==> config.mk <==
export PLATFORM = sky130hd
export DESIGN_NAME = ret_seq
export DESIGN_NICKNAME = d
export VERILOG_FILES = /design/src/rtl/ret_seq_pkg.sv /design/src/rtl/ret_stack.sv /design/src/rtl/ret_shadow.sv /design/src/rtl/ret_ctrl.sv /design/src/rtl/ret_seq.sv
export SDC_FILE = /design/constraint.sdc
export NUM_CORES = 1
export LEC_CHECK = 0
export BUFFER_PORTS_ARGS = -buffer_cell sky130_fd_sc_hd__buf_2
export CORE_MARGIN = 2
export CORE_UTILIZATION = 55
export CTS_BUF_LIST = sky130_fd_sc_hd__clkbuf_4 sky130_fd_sc_hd__clkbuf_8 sky130_fd_sc_hd__clkbuf_16
export DETAILED_ROUTE_END_ITERATION = 7
export PLACE_DENSITY_LB_ADDON = 0.1
export SYNTH_ARGS = -nofsm -noshare
export SYNTH_HDL_FRONTEND = slang
export SYNTH_SLANG_ARGS = --single-unit
==> constraint.sdc <==
create_clock -name clk -period 3 [get_ports clk]
set_clock_uncertainty 0.1 [all_clocks]
set_input_delay 0.75 -clock clk [delete_from_list [all_inputs] [get_ports clk]]
set_output_delay 0.75 -clock clk [all_outputs]
set_load 0.005 [all_outputs]
==> src/rtl/ret_seq_pkg.sv <==
package ret_seq_pkg;

    localparam int PC_W      = 21;
    localparam int REG_W     = 8;
    localparam int INSTR_W   = 16;
    localparam int STK_DEPTH = 31;

    typedef enum logic [1:0] {
        PH_Q1 = 2'd0,
        PH_Q2 = 2'd1,
        PH_Q3 = 2'd2,
        PH_Q4 = 2'd3
    } phase_e;

    typedef enum logic [1:0] {
        OP_NONE = 2'd0,
        OP_RETI = 2'd1,
        OP_RETK = 2'd2
    } op_e;

    typedef struct packed {
        logic [REG_W-1:0] w;
        logic [REG_W-1:0] status;
        logic [REG_W-1:0] bsr;
    } core_regs_t;

    typedef struct packed {
        op_e              op;
        logic             fast;
        logic [REG_W-1:0] lit;
    } dec_t;

    // Interrupt return: 0x0010 / 0x0011, literal return: 0x0Ckk
    function automatic dec_t decode_op(input logic [INSTR_W-1:0] iw);
        dec_t d;
        d.op   = OP_NONE;
        d.fast = 1'b0;
        d.lit  = '0;
        if (iw[15:1] == 15'h0008) begin
            d.op   = OP_RETI;
            d.fast = iw[0];
        end else if (iw[15:8] == 8'h0C) begin
            d.op  = OP_RETK;
            d.lit = iw[7:0];
        end
        return d;
    endfunction

endpackage

==> src/rtl/ret_stack.sv <==
module ret_stack #(
    parameter int DEPTH = 31,
    parameter int WIDTH = 21
) (
    input  logic             clk,
    input  logic             rst,
    input  logic             push_i,
    input  logic [WIDTH-1:0] push_data_i,
    input  logic             pop_i,
    output logic [WIDTH-1:0] top_o,
    output logic             ovf_o,
    output logic             unf_o
);
    localparam int PW = $clog2(DEPTH + 1);
    localparam int AW = (DEPTH > 1) ? $clog2(DEPTH) : 1;

    logic [WIDTH-1:0] mem [DEPTH];
    logic [PW-1:0]    ptr;
    logic             empty;
    logic             full;
    logic             wr_en;
    logic [PW-1:0]    ptr_dec;

    assign empty   = (ptr == '0);
    assign full    = (ptr == PW'(DEPTH));
    assign wr_en   = push_i && !pop_i && !full;
    assign ptr_dec = ptr - PW'(1);
    assign top_o   = empty ? '0 : mem[AW'(ptr_dec)];

    for (genvar g = 0; g < DEPTH; g++) begin : g_entry
        always_ff @(posedge clk) begin
            if (wr_en && (ptr == PW'(g))) begin
                mem[g] <= push_data_i;
            end
        end
    end

    always_ff @(posedge clk) begin
        if (rst) begin
            ptr   <= '0;
            ovf_o <= 1'b0;
            unf_o <= 1'b0;
        end else if (pop_i) begin
            if (empty) begin
                unf_o <= 1'b1;
            end else begin
                ptr <= ptr_dec;
            end
        end else if (push_i) begin
            if (full) begin
                ovf_o <= 1'b1;
            end else begin
                ptr <= ptr + PW'(1);
            end
        end
    end

endmodule

==> src/rtl/ret_shadow.sv <==
module ret_shadow
    import ret_seq_pkg::*;
(
    input  logic       clk,
    input  logic       rst,
    input  logic       capture_i,
    input  core_regs_t live_i,
    input  logic       hi_i,
    output core_regs_t shadow_o,
    output logic       hi_o
);
    always_ff @(posedge clk) begin
        if (rst) begin
            shadow_o <= '0;
            hi_o     <= 1'b1;
        end else if (capture_i) begin
            shadow_o <= live_i;
            hi_o     <= hi_i;
        end
    end

endmodule

==> src/rtl/ret_ctrl.sv <==
module ret_ctrl
    import ret_seq_pkg::*;
(
    input  logic               clk,
    input  logic               rst,
    input  logic [1:0]         phase_i,
    input  logic               start_i,
    input  logic [INSTR_W-1:0] instr_i,
    output logic               busy_o,
    output logic               fire_o,
    output dec_t               dec_o
);
    typedef enum logic [1:0] {
        S_IDLE  = 2'd0,
        S_CYC1  = 2'd1,
        S_CYC2  = 2'd2
    } state_e;

    state_e state;
    dec_t   dec_in;
    logic   accept;
    logic   at_q4;

    assign dec_in = decode_op(instr_i);
    assign accept = (state == S_IDLE) && start_i &&
                    (phase_i == PH_Q1) && (dec_in.op != OP_NONE);
    assign at_q4  = (phase_i == PH_Q4);
    assign busy_o = (state != S_IDLE);
    assign fire_o = (state == S_CYC1) && at_q4;

    always_ff @(posedge clk) begin
        if (rst) begin
            state <= S_IDLE;
            dec_o <= '0;
        end else begin
            unique case (state)
                S_IDLE: if (accept) begin
                    state <= S_CYC1;
                    dec_o <= dec_in;
                end
                S_CYC1: if (at_q4) state <= S_CYC2;
                S_CYC2: if (at_q4) state <= S_IDLE;
                default: state <= S_IDLE;
            endcase
        end
    end

endmodule

==> src/rtl/ret_seq.sv <==
module ret_seq
    import ret_seq_pkg::*;
#(
    parameter int ADDR_W = PC_W,
    parameter int DEPTH  = STK_DEPTH
) (
    input  logic               clk,
    input  logic               rst,
    input  logic [1:0]         phase_i,
    input  logic               start_i,
    input  logic [INSTR_W-1:0] instr_i,
    input  logic               push_i,
    input  logic [ADDR_W-1:0]  push_addr_i,
    input  logic               capture_i,
    input  logic               capture_hi_i,
    input  logic               prio_en_i,
    input  logic               reg_we_i,
    input  logic [REG_W-1:0]   reg_w_i,
    input  logic [REG_W-1:0]   reg_status_i,
    input  logic [REG_W-1:0]   reg_bsr_i,
    output logic [ADDR_W-1:0]  pc_o,
    output logic               pc_load_o,
    output logic [REG_W-1:0]   w_o,
    output logic [REG_W-1:0]   status_o,
    output logic [REG_W-1:0]   bsr_o,
    output logic               gieh_o,
    output logic               giel_o,
    output logic               busy_o,
    output logic               stk_ovf_o,
    output logic               stk_unf_o
);
    core_regs_t          regs_q;
    core_regs_t          shadow;
    core_regs_t          reg_in;
    logic                shadow_hi;
    logic                fire;
    dec_t                dec;
    logic [ADDR_W-1:0]   stk_top;
    logic                push_ok;
    logic                cap_ok;
    logic                reti_fire;

    assign push_ok   = push_i && !busy_o;
    assign cap_ok    = capture_i && !busy_o;
    assign reti_fire = fire && (dec.op == OP_RETI);
    assign reg_in    = '{w: reg_w_i, status: reg_status_i, bsr: reg_bsr_i};

    ret_ctrl i_ctrl (
        .clk     (clk),
        .rst     (rst),
        .phase_i (phase_i),
        .start_i (start_i),
        .instr_i (instr_i),
        .busy_o  (busy_o),
        .fire_o  (fire),
        .dec_o   (dec)
    );

    ret_stack #(.DEPTH(DEPTH), .WIDTH(ADDR_W)) i_stack (
        .clk         (clk),
        .rst         (rst),
        .push_i      (push_ok),
        .push_data_i (push_addr_i),
        .pop_i       (fire),
        .top_o       (stk_top),
        .ovf_o       (stk_ovf_o),
        .unf_o       (stk_unf_o)
    );

    ret_shadow i_shadow (
        .clk       (clk),
        .rst       (rst),
        .capture_i (cap_ok),
        .live_i    (regs_q),
        .hi_i      (capture_hi_i),
        .shadow_o  (shadow),
        .hi_o      (shadow_hi)
    );

    // Program counter and core registers; the sequencer wins over writes
    always_ff @(posedge clk) begin
        if (rst) begin
            pc_o      <= '0;
            pc_load_o <= 1'b0;
            regs_q    <= '0;
        end else begin
            pc_load_o <= fire;
            if (fire) begin
                pc_o <= stk_top;
                if (dec.op == OP_RETK) begin
                    regs_q.w <= dec.lit;
                end else if (dec.fast) begin
                    regs_q <= shadow;
                end
            end else if (reg_we_i) begin
                regs_q <= reg_in;
            end
        end
    end

    // Global interrupt enables
    always_ff @(posedge clk) begin
        if (rst) begin
            gieh_o <= 1'b0;
            giel_o <= 1'b0;
        end else if (reti_fire) begin
            if (!prio_en_i || shadow_hi) gieh_o <= 1'b1;
            else                         giel_o <= 1'b1;
        end else if (cap_ok) begin
            if (!prio_en_i || capture_hi_i) gieh_o <= 1'b0;
            else                            giel_o <= 1'b0;
        end
    end

    assign w_o      = regs_q.w;
    assign status_o = regs_q.status;
    assign bsr_o    = regs_q.bsr;

endmodule

==> metrics.txt, run 1 <==
# TYPE chip_impl_metric gauge
chip_impl_info{name="worst_hold_endpoint",value="i_ctrl.dec_o[1]"} 1
chip_impl_metric{name="power.leakage",unit="nW"} 11.6
chip_impl_metric{name="synth_fa_ha_area_share",unit="%"} 0.259
chip_impl_metric{name="max-cap-violations",unit=""} 0
chip_impl_info{name="timing.critical_path.max_delay_family",value="simple AND/OR/NAND/NOR gates"} 1
chip_impl_metric{name="synth_mux_area_share",unit="%"} 11.0
chip_impl_metric{name="coreArea",unit="um2"} 52300
chip_impl_metric{name="worstHoldPathCells",unit=""} 2
chip_impl_info{name="synth_top_family_by_area",value="multiplexers"} 1
chip_impl_metric{name="synth_cell_types",unit=""} 60
chip_impl_info{name="run_status",value="completed"} 1
chip_impl_info{name="cp_common_cell",value="sky130_fd_sc_hd__buf_4"} 1
chip_impl_metric{name="worstPathArrival",unit="ns"} 3.25
chip_impl_metric{name="mappedNetlistArea",unit="um2"} 29000
chip_impl_metric{name="fraction_of_synthesized_cell_area_in_xor_and_xnor_cells",unit="%"} 0.272
chip_impl_metric{name="hold_viol",unit=""} 0
chip_impl_info{name="grt_setup_unrepaired",value="no"} 1
chip_impl_metric{name="via_count_of_the_first_global_routing_pass",unit=""} 16200
chip_impl_metric{name="share_of_layout_cells_above_drive_strength_1",unit="%"} 25.7
chip_impl_metric{name="fin_crit_sh",unit="%"} 96.0
chip_impl_metric{name="clock_path_buffers",unit=""} 3
chip_impl_metric{name="vdd_ir_drop_max",unit="V"} 0.000594
chip_impl_metric{name="path_clk_slew",unit="ns"} 0.06
chip_impl_metric{name="timing_max_transition_violations_final",unit=""} 0
chip_impl_metric{name="postRouteAntennaNets",unit=""} 0
chip_impl_metric{name="synth_enable_flop_cells",unit=""} 651
chip_impl_metric{name="syn_area_per_cell",unit="um2"} 16.2
chip_impl_metric{name="p_total",unit="mW"} 22.7
chip_impl_metric{name="dp_worst_setup_slack",unit="ns"} 0.0621
chip_impl_metric{name="ys.warnings.count",unit=""} 0
chip_impl_metric{name="fin_util",unit="%"} 64.3
chip_impl_metric{name="area_growth_syn_to_layout",unit="%"} 16.1
chip_impl_metric{name="max_slew.worst_pin.slew",unit="ns"} 1.00
chip_impl_metric{name="synth_compound_gate_area_share",unit="%"} 5.01
chip_impl_metric{name="grt-ovfl-total",unit=""} 0
chip_impl_info{name="cts.root.buffer_cell",value="sky130_fd_sc_hd__clkbuf_16"} 1
chip_impl_info{name="reg_to_reg_startpoint",value="i_stack.ptr[1]"} 1
chip_impl_metric{name="ys_seq_area_share",unit="%"} 73.9
chip_impl_metric{name="postSynth.asyncResetShare",unit="%"} 0
chip_impl_metric{name="grt_antenna_before_repair",unit=""} 4
chip_impl_metric{name="synth.ff_latch_count",unit=""} 744
chip_impl_metric{name="drc",unit=""} 0
chip_impl_metric{name="timing.fmax",unit="MHz"} 347
chip_impl_metric{name="timing.critical_path.buf_inv",unit=""} 3
chip_impl_info{name="worst-setup-path-type",value="reg2reg"} 1
chip_impl_info{name="yosys_most_used_dff",value="sky130_fd_sc_hd__edfxtp_1"} 1
chip_impl_metric{name="design.die.area",unit="um2"} 54600
chip_impl_metric{name="std_cell_rows",unit=""} 84
chip_impl_metric{name="final_nets",unit=""} 2076
chip_impl_metric{name="maximum_fanout_along_the_worst_path",unit=""} 14
chip_impl_metric{name="post_cts_hold_buffer_count",unit=""} 0
chip_impl_info{name="hold_path_startpoint",value="instr_i[1]"} 1
chip_impl_metric{name="grt_use_total",unit="%"} 26.0
chip_impl_metric{name="tritoncts_num_sinks",unit=""} 744
chip_impl_metric{name="timing.final.crit_period",unit="ns"} 2.88
chip_impl_metric{name="first_pass_iters",unit=""} 5
chip_impl_metric{name="reg2reg_depth",unit=""} 9
chip_impl_metric{name="die_height",unit="um"} 234
chip_impl_metric{name="worst_slew_margin_rel",unit="%"} 32.9
chip_impl_metric{name="crit_required",unit="ns"} 3.37
chip_impl_metric{name="num_vias",unit=""} 16600
chip_impl_metric{name="boundaryPins",unit=""} 122
chip_impl_metric{name="drt-initial-drc-count",unit=""} 1473
chip_impl_metric{name="timing.reg2reg.setup_slack",unit="ns"} 0.12
chip_impl_metric{name="wl_per_cell",unit="um"} 25.5
chip_impl_metric{name="numPortBuffers",unit=""} 121
chip_impl_metric{name="detailed_place_hpwl",unit="mm"} 43.0
chip_impl_info{name="crit_path_cell_trace",value="inv_1, ha_4, buf_4, nor3b_2, or2_1, a31oi_1, buf_4, a32oi_1, nor2_1"} 1
chip_impl_metric{name="grt_start_max_net_pins",unit=""} 79
chip_impl_metric{name="power.density",unit="nW/um2"} 674
chip_impl_metric{name="critical_path.max_stage_delay",unit="ns"} 0.69
chip_impl_metric{name="setup-violations-final",unit=""} 0
chip_impl_metric{name="syn-num-nets",unit=""} 1868
chip_impl_info{name="crit_path_top_delay_cell",value="sky130_fd_sc_hd__or2_1"} 1
chip_impl_metric{name="routabilityCongestion",unit=""} 0.847
chip_impl_metric{name="grt_first_pass_wirelength",unit="mm"} 103
chip_impl_info{name="cts_tree",value="yes"} 1
chip_impl_info{name="regToRegEndpoint",value="pc_o[8]"} 1
chip_impl_info{name="setup.worst_path.end_class",value="flop"} 1
chip_impl_info{name="min_delay_path_class",value="in2reg"} 1
chip_impl_metric{name="simple_gate_portion_of_the_synthesized_area",unit="%"} 7.67
chip_impl_metric{name="finalWorstSetupSlack",unit="ns"} 0.120
chip_impl_info{name="critPathLaunchType",value="flop"} 1
chip_impl_metric{name="via_per_inst",unit=""} 6.06
chip_impl_metric{name="die_x",unit="um"} 234
chip_impl_metric{name="cts_htree_levels",unit=""} 3
chip_impl_metric{name="starting_density",unit="%"} 55.4
chip_impl_metric{name="wirelength",unit="mm"} 70.0
chip_impl_metric{name="post_synth_inst_count",unit=""} 1791
chip_impl_metric{name="clkLatencyLatePin",unit="ns"} 0.61
chip_impl_metric{name="cts_buffers",unit=""} 76
synthesized netlist by cell type (13+ instances only):
cell	instances	area [um2]
sky130_fd_sc_hd__a211oi_1	33	248
sky130_fd_sc_hd__a21oi_1	48	240
sky130_fd_sc_hd__a31oi_1	17	106
sky130_fd_sc_hd__a32oi_1	26	228
sky130_fd_sc_hd__a41o_1	15	150
sky130_fd_sc_hd__buf_2	33	165
sky130_fd_sc_hd__buf_4	13	97.6
sky130_fd_sc_hd__clkbuf_1	58	218
sky130_fd_sc_hd__dfxtp_1	93	1860
sky130_fd_sc_hd__edfxtp_1	651	19500
sky130_fd_sc_hd__mux2_2	13	146
sky130_fd_sc_hd__mux2i_1	69	691
sky130_fd_sc_hd__mux4_2	104	2340
sky130_fd_sc_hd__nand2_1	263	987
sky130_fd_sc_hd__nand3_1	79	395
sky130_fd_sc_hd__nor2_1	128	480
sky130_fd_sc_hd__nor2b_1	19	119
sky130_fd_sc_hd__o21ai_0	18	90.1
sky130_fd_sc_hd__o32a_1	13	130
timing repair:
action	CTS	global route
setup endpoints to repair	0	95
gates resized for setup	0	4
buffers inserted	0	2
cells in the final DEF, fill, tap and decap left out, types with 15 or more instances in the layout:
cell type	Yosys	layout
sky130_fd_sc_hd__a32oi_1	26	26
sky130_fd_sc_hd__mux4_2	104	104
sky130_fd_sc_hd__a41o_1	15	15
sky130_fd_sc_hd__buf_2	33	121
sky130_fd_sc_hd__clkbuf_16	0	81
sky130_fd_sc_hd__nor2b_1	19	19
sky130_fd_sc_hd__buf_12	0	22
sky130_fd_sc_hd__mux2i_1	69	69
sky130_fd_sc_hd__a211oi_1	33	33
sky130_fd_sc_hd__o21ai_0	18	18
sky130_fd_sc_hd__nor2_2	1	32
sky130_fd_sc_hd__a21oi_1	48	47
sky130_fd_sc_hd__nand3_1	79	79
sky130_fd_sc_hd__buf_4	13	95
sky130_fd_sc_hd__a31oi_1	17	17
sky130_fd_sc_hd__nand2_1	263	263
sky130_fd_sc_hd__clkbuf_4	0	19
sky130_fd_sc_hd__edfxtp_1	651	651
sky130_fd_sc_hd__dfxtp_1	93	91
sky130_fd_sc_hd__nor2_1	128	97
sequential cells by signal (all words and copies together), names as in the netlist:
signal	count
i_stack.ovf_o	1
i_ctrl.dec_o	11
i_ctrl.state	2
status_o	8
i_shadow.hi_o	1
giel_o	1
bsr_o	8
w_o	8
i_stack.mem	651
pc_o	21
gieh_o	1
i_stack.ptr	5
i_stack.unf_o	1
pc_load_o	1
i_shadow.shadow_o	24
per-layer routing:
layer  routed length (um)  global-route usage, %  vias up
met4                 2100                   8.78        4
met2                33200                   40.7      592
met3                 5200                   5.60      125
met5                   27                      0        -
met1                29500                   36.8     8574
li1                     -                      -     7339
through the flow:
step / setup TNS (ns) / instances / cell area, um2 / hold WS [ns]
2_1_floorplan: -10.16 / 1791 / 29000 / 0.336
3_3_place_gp: 0 / 2605 / 31200 / 0.341
3_5_place_dp: 0 / 2605 / 31200 / 0.347
4_1_cts: 0 / 2742 / 33600 / 0.251
5_1_grt: 0 / 2746 / 33700 / 0.261
6_report: 0 / 2747 / 33700 / 0.289
area by class of cell:
class / count / area, um2
fillers: 3664 / 18700
diodes: 1 / 2.50
flip-flops and latches: 744 / 21400
inverters: 9 / 33.8
clock buffers: 104 / 2200
multi-input cells: 926 / 7130
repair buffers: 242 / 1830
well taps: 688 / 861
clock inverters: 33 / 184
where the power goes:
group,switching [mW],total [mW],internal [mW]
Clock,3.78,9.00,5.22
Sequential,0.0411,11.4,11.3
Combinational,1.38,2.30,0.924
cells by family (layout without fill, tap and decap cells):
logic type | count (synthesis) | in the layout
DFF | 744 | 744
and+or+nand+nor | 524 | 524
AOI/OAI and AO/OA | 204 | 204
muxes | 186 | 186
buffers and inverters | 121 | 388
adders and majority gates | 6 | 6
xor gates and xnor gates | 6 | 6
other | 0 | 1
worst max path at each step:
stage / cells after the start / slack, ns / start / to
after floorplan: 8 / -0.10 / i_stack.ptr[0] / i_stack.mem[20][0]
after global placement: 8 / 0.11 / phase_i[0] / pc_o[8]
after detailed placement: 10 / 0.06 / i_stack.ptr[1] / pc_o[8]
after CTS: 10 / 0.08 / i_stack.ptr[1] / pc_o[8]
after global routing: 9 / 0.03 / i_stack.ptr[1] / pc_o[8]
final: 9 / 0.12 / i_stack.ptr[1] / pc_o[8]
Note: power is estimated with default switching activity, not from simulation.
==> inputs of run 2 (changes only) <==
--- a/config.mk
+++ b/config.mk
@@ -5,6 +5,7 @@
 export SDC_FILE = /design/constraint.sdc
 export NUM_CORES = 1
 export LEC_CHECK = 0
+export ABC_AREA = 1
 export BUFFER_PORTS_ARGS = -buffer_cell sky130_fd_sc_hd__buf_2
 export CORE_MARGIN = 2
 export CORE_UTILIZATION = 55
==> run 2 against run 1 <==
Sequential power barely moved. Synthesized cell count rose by 52%. Via count rose by 26%. Largest power group unchanged.
==> metrics.txt, run 2 <==
# TYPE chip_impl_metric gauge
chip_impl_info{name="commonest_cells_after_routing_fill_and_taps_aside",value="sky130_fd_sc_hd__nand2_1 (831), sky130_fd_sc_hd__edfxtp_1 (651), sky130_fd_sc_hd__nand3_1 (595), sky130_fd_sc_hd__buf_2 (121), sky130_fd_sc_hd__dfxtp_1 (92)"} 1
chip_impl_info{name="yosys_most_used_dff",value="sky130_fd_sc_hd__edfxtp_1"} 1
chip_impl_metric{name="largest_reg_flops",unit=""} 651
chip_impl_metric{name="cts_htree_levels",unit=""} 3
chip_impl_metric{name="post_cts_hold_buffer_count",unit=""} 0
chip_impl_metric{name="num_vias",unit=""} 21000
chip_impl_metric{name="synth.ff_latch_count",unit=""} 744
chip_impl_metric{name="setup-violations-final",unit=""} 0
chip_impl_metric{name="hold_viol",unit=""} 0
chip_impl_metric{name="first_pass_iters",unit=""} 6
chip_impl_info{name="top_register",value="i_stack.mem"} 1
chip_impl_metric{name="drt-initial-drc-count",unit=""} 2421
chip_impl_metric{name="synth_cell_types",unit=""} 32
chip_impl_metric{name="die_height",unit="um"} 238
chip_impl_info{name="worst-setup-path-type",value="reg2reg"} 1
chip_impl_info{name="cts_tree",value="yes"} 1
chip_impl_info{name="cts.root.buffer_cell",value="sky130_fd_sc_hd__clkbuf_16"} 1
chip_impl_metric{name="final.setup.tns",unit="ns"} 0
chip_impl_info{name="reg_to_reg_startpoint",value="i_stack.ptr[0]"} 1
chip_impl_info{name="hold_path_startpoint",value="capture_hi_i"} 1
chip_impl_info{name="top_regs",value="i_stack.mem x651, i_shadow.shadow_o x24, pc_o x21"} 1
chip_impl_metric{name="power.leakage",unit="nW"} 12.9
chip_impl_metric{name="starting_density",unit="%"} 55.9
chip_impl_metric{name="worst_slew_margin_rel",unit="%"} 40.2
chip_impl_metric{name="max-cap-violations",unit=""} 0
chip_impl_metric{name="boundaryPins",unit=""} 122
chip_impl_metric{name="power.density",unit="nW/um2"} 686
chip_impl_metric{name="detailed_place_hpwl",unit="mm"} 44.6
chip_impl_metric{name="design.die.area",unit="um2"} 56800
chip_impl_metric{name="grt_start_max_net_pins",unit=""} 175
chip_impl_metric{name="ys.warnings.count",unit=""} 0
chip_impl_info{name="synth_common_cells",value="sky130_fd_sc_hd__nand2_1 (836), sky130_fd_sc_hd__edfxtp_1 (651), sky130_fd_sc_hd__nand3_1 (595)"} 1
chip_impl_metric{name="grt_antenna_before_repair",unit=""} 3
chip_impl_metric{name="clock_path_buffers",unit=""} 3
chip_impl_info{name="worst_hold_endpoint",value="i_shadow.hi_o"} 1
chip_impl_metric{name="synth_enable_flop_cells",unit=""} 651
chip_impl_metric{name="grt_use_total",unit="%"} 27.8
chip_impl_metric{name="routabilityCongestion",unit=""} 0.833
chip_impl_metric{name="finish.instance_area",unit="um2"} 34500
chip_impl_metric{name="drc",unit=""} 0
chip_impl_info{name="crit_path_start",value="i_stack.ptr[0]"} 1
chip_impl_metric{name="ys_seq_area_share",unit="%"} 70.9
chip_impl_metric{name="worstHoldPathCells",unit=""} 3
chip_impl_info{name="synth.area.top_cells",value="sky130_fd_sc_hd__edfxtp_1 (65%), sky130_fd_sc_hd__nand2_1 (10%), sky130_fd_sc_hd__nand3_1 (9.9%), sky130_fd_sc_hd__dfxtp_1 (6.2%), sky130_fd_sc_hd__buf_2 (1.6%)"} 1
chip_impl_metric{name="area_growth_syn_to_layout",unit="%"} 14.2
chip_impl_metric{name="postPlaceCellArea",unit="um2"} 31900
chip_impl_metric{name="grt_first_pass_wirelength",unit="mm"} 119
chip_impl_metric{name="postSynth.asyncResetShare",unit="%"} 0
chip_impl_info{name="grt_setup_unrepaired",value="no"} 1
chip_impl_metric{name="fin_crit_sh",unit="%"} 92.5
chip_impl_metric{name="share_of_layout_cells_above_drive_strength_1",unit="%"} 14.3
chip_impl_metric{name="cts_buffers",unit=""} 77
chip_impl_metric{name="std_cell_rows",unit=""} 85
chip_impl_metric{name="path_clk_slew",unit="ns"} 0.06
chip_impl_info{name="layout_commonest_cell",value="sky130_fd_sc_hd__nand2_1"} 1
chip_impl_info{name="min_delay_path_class",value="in2reg"} 1
chip_impl_metric{name="fin_util",unit="%"} 63.8
chip_impl_metric{name="wirelength",unit="mm"} 78.3
chip_impl_metric{name="timing.fmax",unit="MHz"} 361
chip_impl_metric{name="via_per_inst",unit=""} 5.82
chip_impl_info{name="run_status",value="completed"} 1
chip_impl_metric{name="numPortBuffers",unit=""} 121
chip_impl_metric{name="max_slew.worst_pin.slew",unit="ns"} 0.897
chip_impl_metric{name="grt-ovfl-total",unit=""} 0
chip_impl_info{name="top_count_cell_post_synth",value="sky130_fd_sc_hd__nand2_1"} 1
chip_impl_metric{name="postRouteAntennaNets",unit=""} 0
chip_impl_metric{name="post_synth_inst_count",unit=""} 2719
chip_impl_metric{name="coreArea",unit="um2"} 54000
chip_impl_metric{name="die_x",unit="um"} 238
chip_impl_metric{name="maximum_fanout_along_the_worst_path",unit=""} 13
chip_impl_metric{name="via_count_of_the_first_global_routing_pass",unit=""} 19800
chip_impl_metric{name="clkLatencyLatePin",unit="ns"} 0.62
chip_impl_metric{name="reg2reg_depth",unit=""} 10
chip_impl_info{name="critPathLaunchType",value="flop"} 1
chip_impl_metric{name="tritoncts_num_sinks",unit=""} 744
chip_impl_metric{name="syn-num-nets",unit=""} 2796
chip_impl_info{name="synth_top_cell_by_area",value="sky130_fd_sc_hd__edfxtp_1"} 1
chip_impl_metric{name="yosysTopAreaCellShare",unit="%"} 64.7
chip_impl_metric{name="timing.final.crit_period",unit="ns"} 2.77
chip_impl_metric{name="timing_max_transition_violations_final",unit=""} 0
chip_impl_metric{name="crit_required",unit="ns"} 3.19
chip_impl_metric{name="worstPathArrival",unit="ns"} 2.97
chip_impl_info{name="regToRegEndpoint",value="i_stack.mem[5][19]"} 1
chip_impl_metric{name="syn_area_per_cell",unit="um2"} 11.1
chip_impl_metric{name="timing.reg2reg.setup_slack",unit="ns"} 0.23
chip_impl_metric{name="wl_per_cell",unit="um"} 21.7
chip_impl_info{name="setup.worst_path.end_class",value="flop"} 1
chip_impl_metric{name="final_nets",unit=""} 2924
chip_impl_metric{name="vdd_ir_drop_max",unit="V"} 0.000505
chip_impl_metric{name="mappedNetlistArea",unit="um2"} 30200
run 2: cell types whose count changed in the layout (fill, tap and decap cells not counted), sizes merged, moves of 15 or more:
cell | previous run | this run
a32oi | 26 | 0
nor2 | 129 | 99
a211oi | 33 | 1
nand2 | 263 | 837
a41o | 15 | 0
nor2b | 19 | 0
mux4 | 104 | 0
or2 | 3 | 20
nand3 | 79 | 595
o21ai | 26 | 83
buf | 240 | 221
inv | 10 | 83
mux2i | 69 | 0
run 2: cell type report:
type / count / area, um2
Timing Repair Buffer: 221 / 1540
Antenna cell: 1 / 2.50
Sequential cell: 744 / 21400
Clock inverter: 48 / 474
Fill cell: 4217 / 19500
Inverter: 78 / 303
Clock buffer: 95 / 2110
Multi-Input combinational cell: 1725 / 7770
Tap cell: 696 / 871
run 2: kinds of logic (layout without fill, tap and decap cells):
family	after synthesis	count (layout)	share of synthesized area, %
adder cells (fa/ha/maj)	6	6	0.248
XOR/XNOR	3	3	0.112
AO/OA/AOI/OAI	144	144	2.53
other	0	1	0
AND/OR/NAND/NOR	1572	1572	22.4
buffers and inverters	250	442	3.84
flip-flops	744	744	70.9
run 2: worst max path at each step:
stage | to | slack (ns) | cells past startpoint
after global placement | i_stack.mem[5][14] | 0.12 | 10
after detailed placement | i_stack.mem[5][14] | 0.06 | 10
after global routing | i_stack.mem[5][19] | 0.11 | 10
after CTS | i_stack.mem[5][12] | 0.04 | 10
final | i_stack.mem[5][19] | 0.23 | 10
after floorplan | i_stack.mem[10][0] | 0.13 | 9
run 2: worst max-delay path, cell delays in order, from the launching register on:
cell and delay (ns):
sky130_fd_sc_hd__dfxtp_4 0.39, sky130_fd_sc_hd__ha_1 0.25, sky130_fd_sc_hd__inv_1 0.09, sky130_fd_sc_hd__nor2_1 0.07
sky130_fd_sc_hd__ha_1 0.20, sky130_fd_sc_hd__nand3b_1 0.27, sky130_fd_sc_hd__inv_1 0.15, sky130_fd_sc_hd__nand2_2 0.25
sky130_fd_sc_hd__buf_4 0.25, sky130_fd_sc_hd__nor2_2 0.17, sky130_fd_sc_hd__buf_4 0.26
run 2: per-stage QoR:
stage / power, mW / setup WS [ns] / hold WS [ns] / std cells
2_1_floorplan: 13.2 / 0.126 / 0.347 / 2719
3_3_place_gp: 14.1 / 0.117 / 0.338 / 3464
3_5_place_dp: 14.1 / 0.0580 / 0.346 / 3464
4_1_cts: 23.8 / 0.0367 / 0.255 / 3607
5_1_grt: 24.5 / 0.110 / 0.293 / 3608
6_report: 23.7 / 0.226 / 0.289 / 3608
run 2: repair_timing:
item,CTS,global route
endpoints found under the setup margin,0,68
buffers inserted,0,0
gates resized for setup,0,1
run 2: power by group:
group / leakage, nW / total [mW] / switching (mW) / internal, mW
clock network: 1.29 / 9.71 / 3.92 / 5.79
logic: 4.98 / 2.53 / 1.77 / 0.755
registers: 6.63 / 11.4 / 0.0487 / 11.4
total: 12.9 / 23.7 / 5.74 / 17.9
run 2: routing by layer:
metal	GRT usage (%)	vias up	wire length, um
li1	-	9735	-
met1	40.6	10200	33600
met2	42.6	940	35600
met3	5.31	118	7050
met4	8.98	4	2020
met5	0	-	27
